### src/rtl/spi_rx_pkg.sv
// Package: shared widths and clear-port bit positions for the SPI slave receiver.
// Assumes: fixed 8-bit characters; the clear-port layout is fixed by these constants.
package spi_rx_pkg;
    localparam int unsigned SPI_CHAR_W   = 8;
    localparam int unsigned SPI_SYNC_LEN = 2;
    localparam int unsigned W1C_W        = 2;
    localparam int unsigned W1C_OVR_BIT  = 0;
    localparam int unsigned W1C_ABT_BIT  = 1;

    typedef logic [SPI_CHAR_W-1:0] spi_char_t;
endpackage

### src/rtl/spi_rx_sync.sv
// Module: multi-bit level synchronizer, one independent chain per bit.
// Assumes: STAGES >= 2; every input is a slow level relative to clk; reset value set per bit.
module spi_rx_sync #(
    parameter int unsigned WIDTH  = 3,
    parameter int unsigned STAGES = 2,
    parameter logic [WIDTH-1:0] RST_VAL = '0
) (
    input  logic             clk,
    input  logic             rst_n,
    input  logic [WIDTH-1:0] d_i,
    output logic [WIDTH-1:0] q_o
);
    localparam int unsigned CHAIN_W = WIDTH * STAGES;

    logic [CHAIN_W-1:0] chain_q;

    // Shift the raw inputs through STAGES flop ranks.
    always_ff @(posedge clk) begin
        if (!rst_n) begin
            chain_q <= {STAGES{RST_VAL}};
        end else begin
            chain_q <= {chain_q[CHAIN_W-WIDTH-1:0], d_i};
        end
    end

    assign q_o = chain_q[CHAIN_W-1 -: WIDTH];
endmodule

### src/rtl/spi_rx_shifter.sv
// Module: serial shift engine. Detects rising serial clock edges and select release,
// assembles MSB-first characters, and emits one-cycle done / abort pulses.
// Assumes: synchronized inputs; mode 0 timing (sample on rising edge, clock idles low).
module spi_rx_shifter #(
    parameter int unsigned CHAR_W = 8
) (
    input  logic              clk,
    input  logic              rst_n,
    input  logic              sck_s_i,
    input  logic              ss_n_s_i,
    input  logic              mosi_s_i,
    output logic [CHAR_W-1:0] char_o,
    output logic              done_o,
    output logic              abort_o
);
    localparam int unsigned CNT_W = (CHAR_W > 1) ? $clog2(CHAR_W) : 1;
    localparam logic [CNT_W-1:0] LAST_IDX = CNT_W'(CHAR_W - 1);

    logic              sck_q;
    logic              ss_n_q;
    logic [CNT_W-1:0]  bit_cnt_q;
    logic [CHAR_W-1:0] shreg_q;
    logic [CHAR_W-1:0] char_q;
    logic              done_q;
    logic              abort_q;

    logic              sck_rise;
    logic              selected;
    logic              ss_release;
    logic              at_last_bit;
    logic [CHAR_W-1:0] shreg_next;

    // Edge and boundary decode on the synchronized signals.
    always_comb begin
        sck_rise    = sck_s_i & ~sck_q;
        selected    = ~ss_n_s_i;
        ss_release  = ss_n_s_i & ~ss_n_q;
        at_last_bit = (bit_cnt_q == LAST_IDX);
        shreg_next  = {shreg_q[CHAR_W-2:0], mosi_s_i};
    end

    // Keep previous samples for edge detection.
    always_ff @(posedge clk) begin
        if (!rst_n) begin
            sck_q  <= 1'b0;
            ss_n_q <= 1'b1;
        end else begin
            sck_q  <= sck_s_i;
            ss_n_q <= ss_n_s_i;
        end
    end

    // Bit counter and shift register; both cleared while select is high.
    always_ff @(posedge clk) begin
        if (!rst_n) begin
            bit_cnt_q <= '0;
            shreg_q   <= '0;
        end else if (!selected) begin
            bit_cnt_q <= '0;
            shreg_q   <= '0;
        end else if (sck_rise) begin
            shreg_q   <= shreg_next;
            bit_cnt_q <= at_last_bit ? '0 : bit_cnt_q + CNT_W'(1);
        end
    end

    // Completion pulse with the finished character.
    always_ff @(posedge clk) begin
        if (!rst_n) begin
            done_q <= 1'b0;
            char_q <= '0;
        end else begin
            done_q <= selected & sck_rise & at_last_bit;
            if (selected && sck_rise && at_last_bit) begin
                char_q <= shreg_next;
            end
        end
    end

    // Abort pulse when select releases with a partial character pending.
    always_ff @(posedge clk) begin
        if (!rst_n) begin
            abort_q <= 1'b0;
        end else begin
            abort_q <= ss_release & (bit_cnt_q != '0);
        end
    end

    assign char_o  = char_q;
    assign done_o  = done_q;
    assign abort_o = abort_q;


    done_abort_excl_chk: assert property (@(posedge clk) disable iff (!rst_n)
        !(done_q && abort_q));


    idle_count_clear_chk: assert property (@(posedge clk) disable iff (!rst_n)
        ss_n_s_i |=> (bit_cnt_q == '0));


    clean_release_chk: assert property (@(posedge clk) disable iff (!rst_n)
        (ss_release && bit_cnt_q == '0) |=> !abort_q);
endmodule

### src/rtl/spi_rx_status.sv
// Module: receive data register and status flags (full, overrun, abort).
// Assumes: done_i / abort_i are single-cycle pulses; set has priority over clear,
// and a completion is judged against the full flag held before any same-cycle read.
module spi_rx_status #(
    parameter int unsigned CHAR_W = 8
) (
    input  logic              clk,
    input  logic              rst_n,
    input  logic              done_i,
    input  logic [CHAR_W-1:0] char_i,
    input  logic              abort_i,
    input  logic              rd_i,
    input  logic              clr_ovr_i,
    input  logic              clr_abt_i,
    output logic [CHAR_W-1:0] data_o,
    output logic              full_o,
    output logic              ovr_o,
    output logic              abt_o
);
    logic [CHAR_W-1:0] data_q;
    logic              full_q;
    logic              ovr_q;
    logic              abt_q;
    logic              accept;
    logic              collide;

    // Classify a completion against the current full flag.
    always_comb begin
        accept  = done_i & ~full_q;
        collide = done_i &  full_q;
    end

    // Hold the accepted character.
    always_ff @(posedge clk) begin
        if (!rst_n) begin
            data_q <= '0;
        end else if (accept) begin
            data_q <= char_i;
        end
    end

    // Receive-full: set on accept, else cleared by read.
    always_ff @(posedge clk) begin
        if (!rst_n) begin
            full_q <= 1'b0;
        end else if (accept) begin
            full_q <= 1'b1;
        end else if (rd_i) begin
            full_q <= 1'b0;
        end
    end

    // Sticky overrun and abort flags, set beats clear.
    always_ff @(posedge clk) begin
        if (!rst_n) begin
            ovr_q <= 1'b0;
            abt_q <= 1'b0;
        end else begin
            if (collide) begin
                ovr_q <= 1'b1;
            end else if (clr_ovr_i) begin
                ovr_q <= 1'b0;
            end
            if (abort_i) begin
                abt_q <= 1'b1;
            end else if (clr_abt_i) begin
                abt_q <= 1'b0;
            end
        end
    end

    assign data_o = data_q;
    assign full_o = full_q;
    assign ovr_o  = ovr_q;
    assign abt_o  = abt_q;


    overrun_keeps_data_chk: assert property (@(posedge clk) disable iff (!rst_n)
        (done_i && full_q) |=> (ovr_q && $stable(data_q)));


    accept_sets_full_chk: assert property (@(posedge clk) disable iff (!rst_n)
        (done_i && !full_q) |=> full_q);


    read_clears_full_chk: assert property (@(posedge clk) disable iff (!rst_n)
        (rd_i && !done_i) |=> (!full_q && $stable(data_q)));


    abort_set_wins_chk: assert property (@(posedge clk) disable iff (!rst_n)
        abort_i |=> abt_q);
endmodule

### src/rtl/spi_rx_slave.sv
// Module: top of the SPI slave receive engine. Synchronizes the pins, shifts
// characters in and keeps the receive register with its status flags.
// Assumes: mode 0, 8-bit characters, serial clock well below clk/4.
module spi_rx_slave
    import spi_rx_pkg::*;
(
    input  logic                  clk,
    input  logic                  rst_n,
    input  logic                  sck_i,
    input  logic                  ss_n_i,
    input  logic                  mosi_i,
    input  logic                  rd_strobe_i,
    input  logic [W1C_W-1:0]      w1c_i,
    output logic [SPI_CHAR_W-1:0] rx_data_o,
    output logic                  rx_full_o,
    output logic                  rx_overrun_o,
    output logic                  rx_abort_o
);
    // Synchronizer bit order: {sck, ss_n, mosi}; select resets inactive.
    localparam logic [2:0] PIN_RST = 3'b010;

    logic [2:0] pins_s;
    spi_char_t  char_w;
    logic       done_w;
    logic       abort_w;

    spi_rx_sync #(
        .WIDTH  (3),
        .STAGES (SPI_SYNC_LEN),
        .RST_VAL(PIN_RST)
    ) sync_i (
        .clk  (clk),
        .rst_n(rst_n),
        .d_i  ({sck_i, ss_n_i, mosi_i}),
        .q_o  (pins_s)
    );

    spi_rx_shifter #(
        .CHAR_W(SPI_CHAR_W)
    ) shifter_i (
        .clk     (clk),
        .rst_n   (rst_n),
        .sck_s_i (pins_s[2]),
        .ss_n_s_i(pins_s[1]),
        .mosi_s_i(pins_s[0]),
        .char_o  (char_w),
        .done_o  (done_w),
        .abort_o (abort_w)
    );

    spi_rx_status #(
        .CHAR_W(SPI_CHAR_W)
    ) status_i (
        .clk      (clk),
        .rst_n    (rst_n),
        .done_i   (done_w),
        .char_i   (char_w),
        .abort_i  (abort_w),
        .rd_i     (rd_strobe_i),
        .clr_ovr_i(w1c_i[W1C_OVR_BIT]),
        .clr_abt_i(w1c_i[W1C_ABT_BIT]),
        .data_o   (rx_data_o),
        .full_o   (rx_full_o),
        .ovr_o    (rx_overrun_o),
        .abt_o    (rx_abort_o)
    );


    ovr_clear_chk: assert property (@(posedge clk) disable iff (!rst_n)
        (w1c_i[W1C_OVR_BIT] && !(done_w && rx_full_o)) |=> !rx_overrun_o);
endmodule

### config.mk
export PLATFORM = sky130hd
export DESIGN_NAME = spi_rx_slave
export DESIGN_NICKNAME = d
export VERILOG_FILES = /design/src/rtl/spi_rx_pkg.sv /design/src/rtl/spi_rx_sync.sv /design/src/rtl/spi_rx_shifter.sv /design/src/rtl/spi_rx_status.sv /design/src/rtl/spi_rx_slave.sv
export SDC_FILE = /design/constraint.sdc
export NUM_CORES = 1
export LEC_CHECK = 0
export ABC_AREA = 1
export BUFFER_PORTS_ARGS = -buffer_cell sky130_fd_sc_hd__buf_2
export CAP_MARGIN = 20
export CORE_ASPECT_RATIO = 1.2
export CORE_UTILIZATION = 30
export CTS_CLUSTER_DIAMETER = 100
export DETAILED_ROUTE_END_ITERATION = 8
export PLACE_DENSITY = 0.48
export SYNTH_ARGS = -nofsm -noshare
export SYNTH_HDL_FRONTEND = slang
export SYNTH_HIERARCHICAL = 1
export SYNTH_SLANG_ARGS = --single-unit
### constraint.sdc
create_clock -name clk -period 1.4 [get_ports clk]
set_input_delay 0.14 -clock clk [delete_from_list [all_inputs] [get_ports clk]]
set_output_delay 0.14 -clock clk [all_outputs]
set_load 0.01 [all_outputs]
==> results_dict.tcl <==
set metrics [dict create \
    cts_resized 0 \
    p_sw_share_pct 21.0 \
    synth_compound_area_share_pct 4.80 \
    synth.most_common_cell "dfxtp_1" \
    drc 0 \
    fp.dieW_um 67.4 \
    post-route-util_pct 35.2 \
    ir_drop_v 0.000420 \
    crit_path_cell_trace "ha_1 > ha_1 > inv_1 > nor2_2 > nand2_2 > nand3_1 > nand2_1" \
    synth-xor-area-share_pct 0 \
    max_cap_viol_count 0 \
    crit_path_frequent_cell "ha_1" \
    p_per_area_mw_per_mm2 1110 \
    slowest_stage "dfxtp_1" \
    fin_nets 225 \
    crit_type "reg2reg" \
    grt_pass1_vias 981 \
    ys_top_cells_by_count "dfxtp_1 (39), nor2_1 (35), nand2_1 (34)" \
    worstMarginPinSlew_ns 0.264 \
    vias_per_cell 4.15 \
    postCtsSetupBuffers 0 \
    drt_iter0_markers 60 \
    dieHeight_um 80.4 \
    wl_per_cell_um 8.72 \
    port_buffers 18 \
    required_ns 1.58 \
    clkTransAtPathRegs_ns 0.07 \
    cts_max_path_buffers 2 \
    synth_edf_count 0 \
    antenna_found_initial 0 \
    endpoint_kind "flip-flop" \
    async_reset_ff_share_pct 0 \
    timing.critical_path.buf_inv 1 \
    place_congestion 0.644 \
    synth_top_family_by_area "simple AND/OR/NAND/NOR gates" \
    cp_top_family "simple AND/OR/NAND/NOR gates" \
    period_share_pct 89.8 \
    slowest_delay_ns 0.35 \
    synth_area_per_cell_um2 7.89 \
    drive_above_1_share_pct 20.1 \
    synthToLayoutAreaGrowth_pct 13.0 \
    yosys.area.top_type "dfxtp_1" \
    vias 1138 \
    p_seq_share_pct 58.2 \
    clk_latency_ns 0.28 \
    grt_max_degree 21 \
    syn_nets 206 \
    drtAntennaViolNets 0 \
    grt-ovfl-total 0 \
    first_pass_iters 4 \
    cp_max_fo 8 \
    syn_inst 195 \
    min_period_ns 1.26 \
    critPathLaunchType "flip-flop" \
    ys.flop_type "dfxtp_1" \
    ctsHtreeMaxLevel 2 \
    dieArea_mm2 0.00542 \
    p_comb_share_pct 3.4 \
    yosys_warnings 6 \
    switchingPower_uw 406 \
    grt.total_usage_pct 10.5 \
    synth.distinct_cells 18 \
    routed_wl_um 2390 \
    total_power_uw 1930 \
    setup_viol 0 \
    slew_headroom_pct 82.4 \
    rows 28 \
    crit_arrival_ns 1.44 \
    synth_top_area_share_pct 50.8 \
    slew_viol_final 0 \
    start_util_pct 31.1 \
    dp_hpwl_um 1730 \
    cts_sinks 39 \
    p_leak_uw 0.000774 \
    cts_tree "done" \
    hp-class "in2reg" \
    antenna_cells 0 \
    synth_area_mm2 0.00154 \
    synth.area.mux_share_pct 0 \
    postPlaceCellArea_mm2 0.00165 \
    ys_seq_area_share_pct 50.8 \
    synthSimpleGateAreaFrac_pct 29.0 \
    coreArea_mm2 0.00494 \
    synth.ff_latch_count 39 \
    timing.fmax_mhz 796 \
    fin_skew_ns 0.00631 \
    cts-root-buf "clkbuf_8" \
    status "finished clean" \
    num_io_pins 19 \
    postCtsHoldBufs 0 \
    hold_viol 0 \
    synth_fa_ha_area_share_pct 2.44 \
    cts_made_buffers 5 \
    grt_pass1_wl_um 4220 \
    design_area_mm2 0.00174 \
    tns_ns 0 \
    synth_area_leaders "dfxtp_1 (51%), nor2_1 (8.5%), nand2_1 (8.3%)" \
    internal_power_uw 1530 \
    power_frac_clock_pct 38.4 \
]
kinds of logic after synthesis:
family | count (synthesis)
simple gates | 99
buf+inv | 40
flops | 39
compound gates | 14
fa+ha+maj | 3
power groups by stage:
stage / registers [uW] / logic, uW / clock network, uW
CTS: 1130 / 67.6 / 783
detailed placement: 1150 / 67.5 / 0
finish: 1130 / 66.6 / 742
global placement: 1150 / 67.4 / 0
floorplan: 1150 / 60.4 / 0
global route: 1130 / 77.6 / 834
path summary, 6_finish.rpt:
kind	startpoint	endpoint	slack (ns)	cells after the start
worst max-delay path	shifter_i/bit_cnt_q[0]	shifter_i/char_o[2]	0.14	7
worst max register to register	shifter_i/bit_cnt_q[0]	shifter_i/char_o[2]	0.14	7
worst min register to register	shifter_i/ss_n_q	shifter_i/abort_o	0.39	1
worst min-delay path	ss_n_i	sync_i/chain_q[1]	0.03	3
worst reg2reg max path, stage by stage, from the launching register on:
cell	delay (ns)
dfxtp_1	0.35
ha_1	0.15
ha_1	0.16
inv_1	0.08
nor2_2	0.12
nand2_2	0.13
nand3_1	0.10
nand2_1	0.05
flip-flops by register name, indices dropped and copies added, names as in the netlist, 3 cells and up:
| name | flops |
|---|---|
| status_i/data_o | 8 |
| shifter_i/bit_cnt_q | 3 |
| shifter_i/shreg_q | 7 |
| shifter_i/char_o | 8 |
| sync_i/chain_q | 6 |
cells in the final DEF, fill, tap and decap left out, drive strengths merged:
| cell | count |
|---|---|
| nor2 | 39 |
| nand2 | 35 |
| clkbuf | 6 |
| nor4 | 1 |
| o21ai | 7 |
| clkinv | 1 |
| a21oi | 7 |
| nand3 | 24 |
| inv | 31 |
| buf | 21 |
| ha | 3 |
| dfxtp | 39 |
per-stage QoR:
step,hold WS [ns],worst slack [ns],std cells
after floorplan,0.209,0.221,195
after global placement,0.320,0.101,267
after detailed placement,0.323,0.0611,267
after CTS,0.0222,0.0478,274
after global routing,0.0202,-0.00552,274
final,0.0299,0.143,274
metal layers:
metal	track usage [%]	wire (um)
met1	11.2	1140
met3	3.84	98
met5	0	0
met4	5.74	57
met2	17.6	1090
layout make-up:
| class | instances | area, um^2 |
|---|---|---|
| fillers | 544 | 3200 |
| clock buffers | 6 | 82.6 |
| well taps | 60 | 75.1 |
| multi-input cells | 116 | 563 |
| clock inverters | 1 | 5.00 |
| flip-flops and latches | 39 | 781 |
| inverters | 31 | 119 |
| repair buffers | 21 | 113 |
No activity file was read; power rests on OpenSTA's default activity.
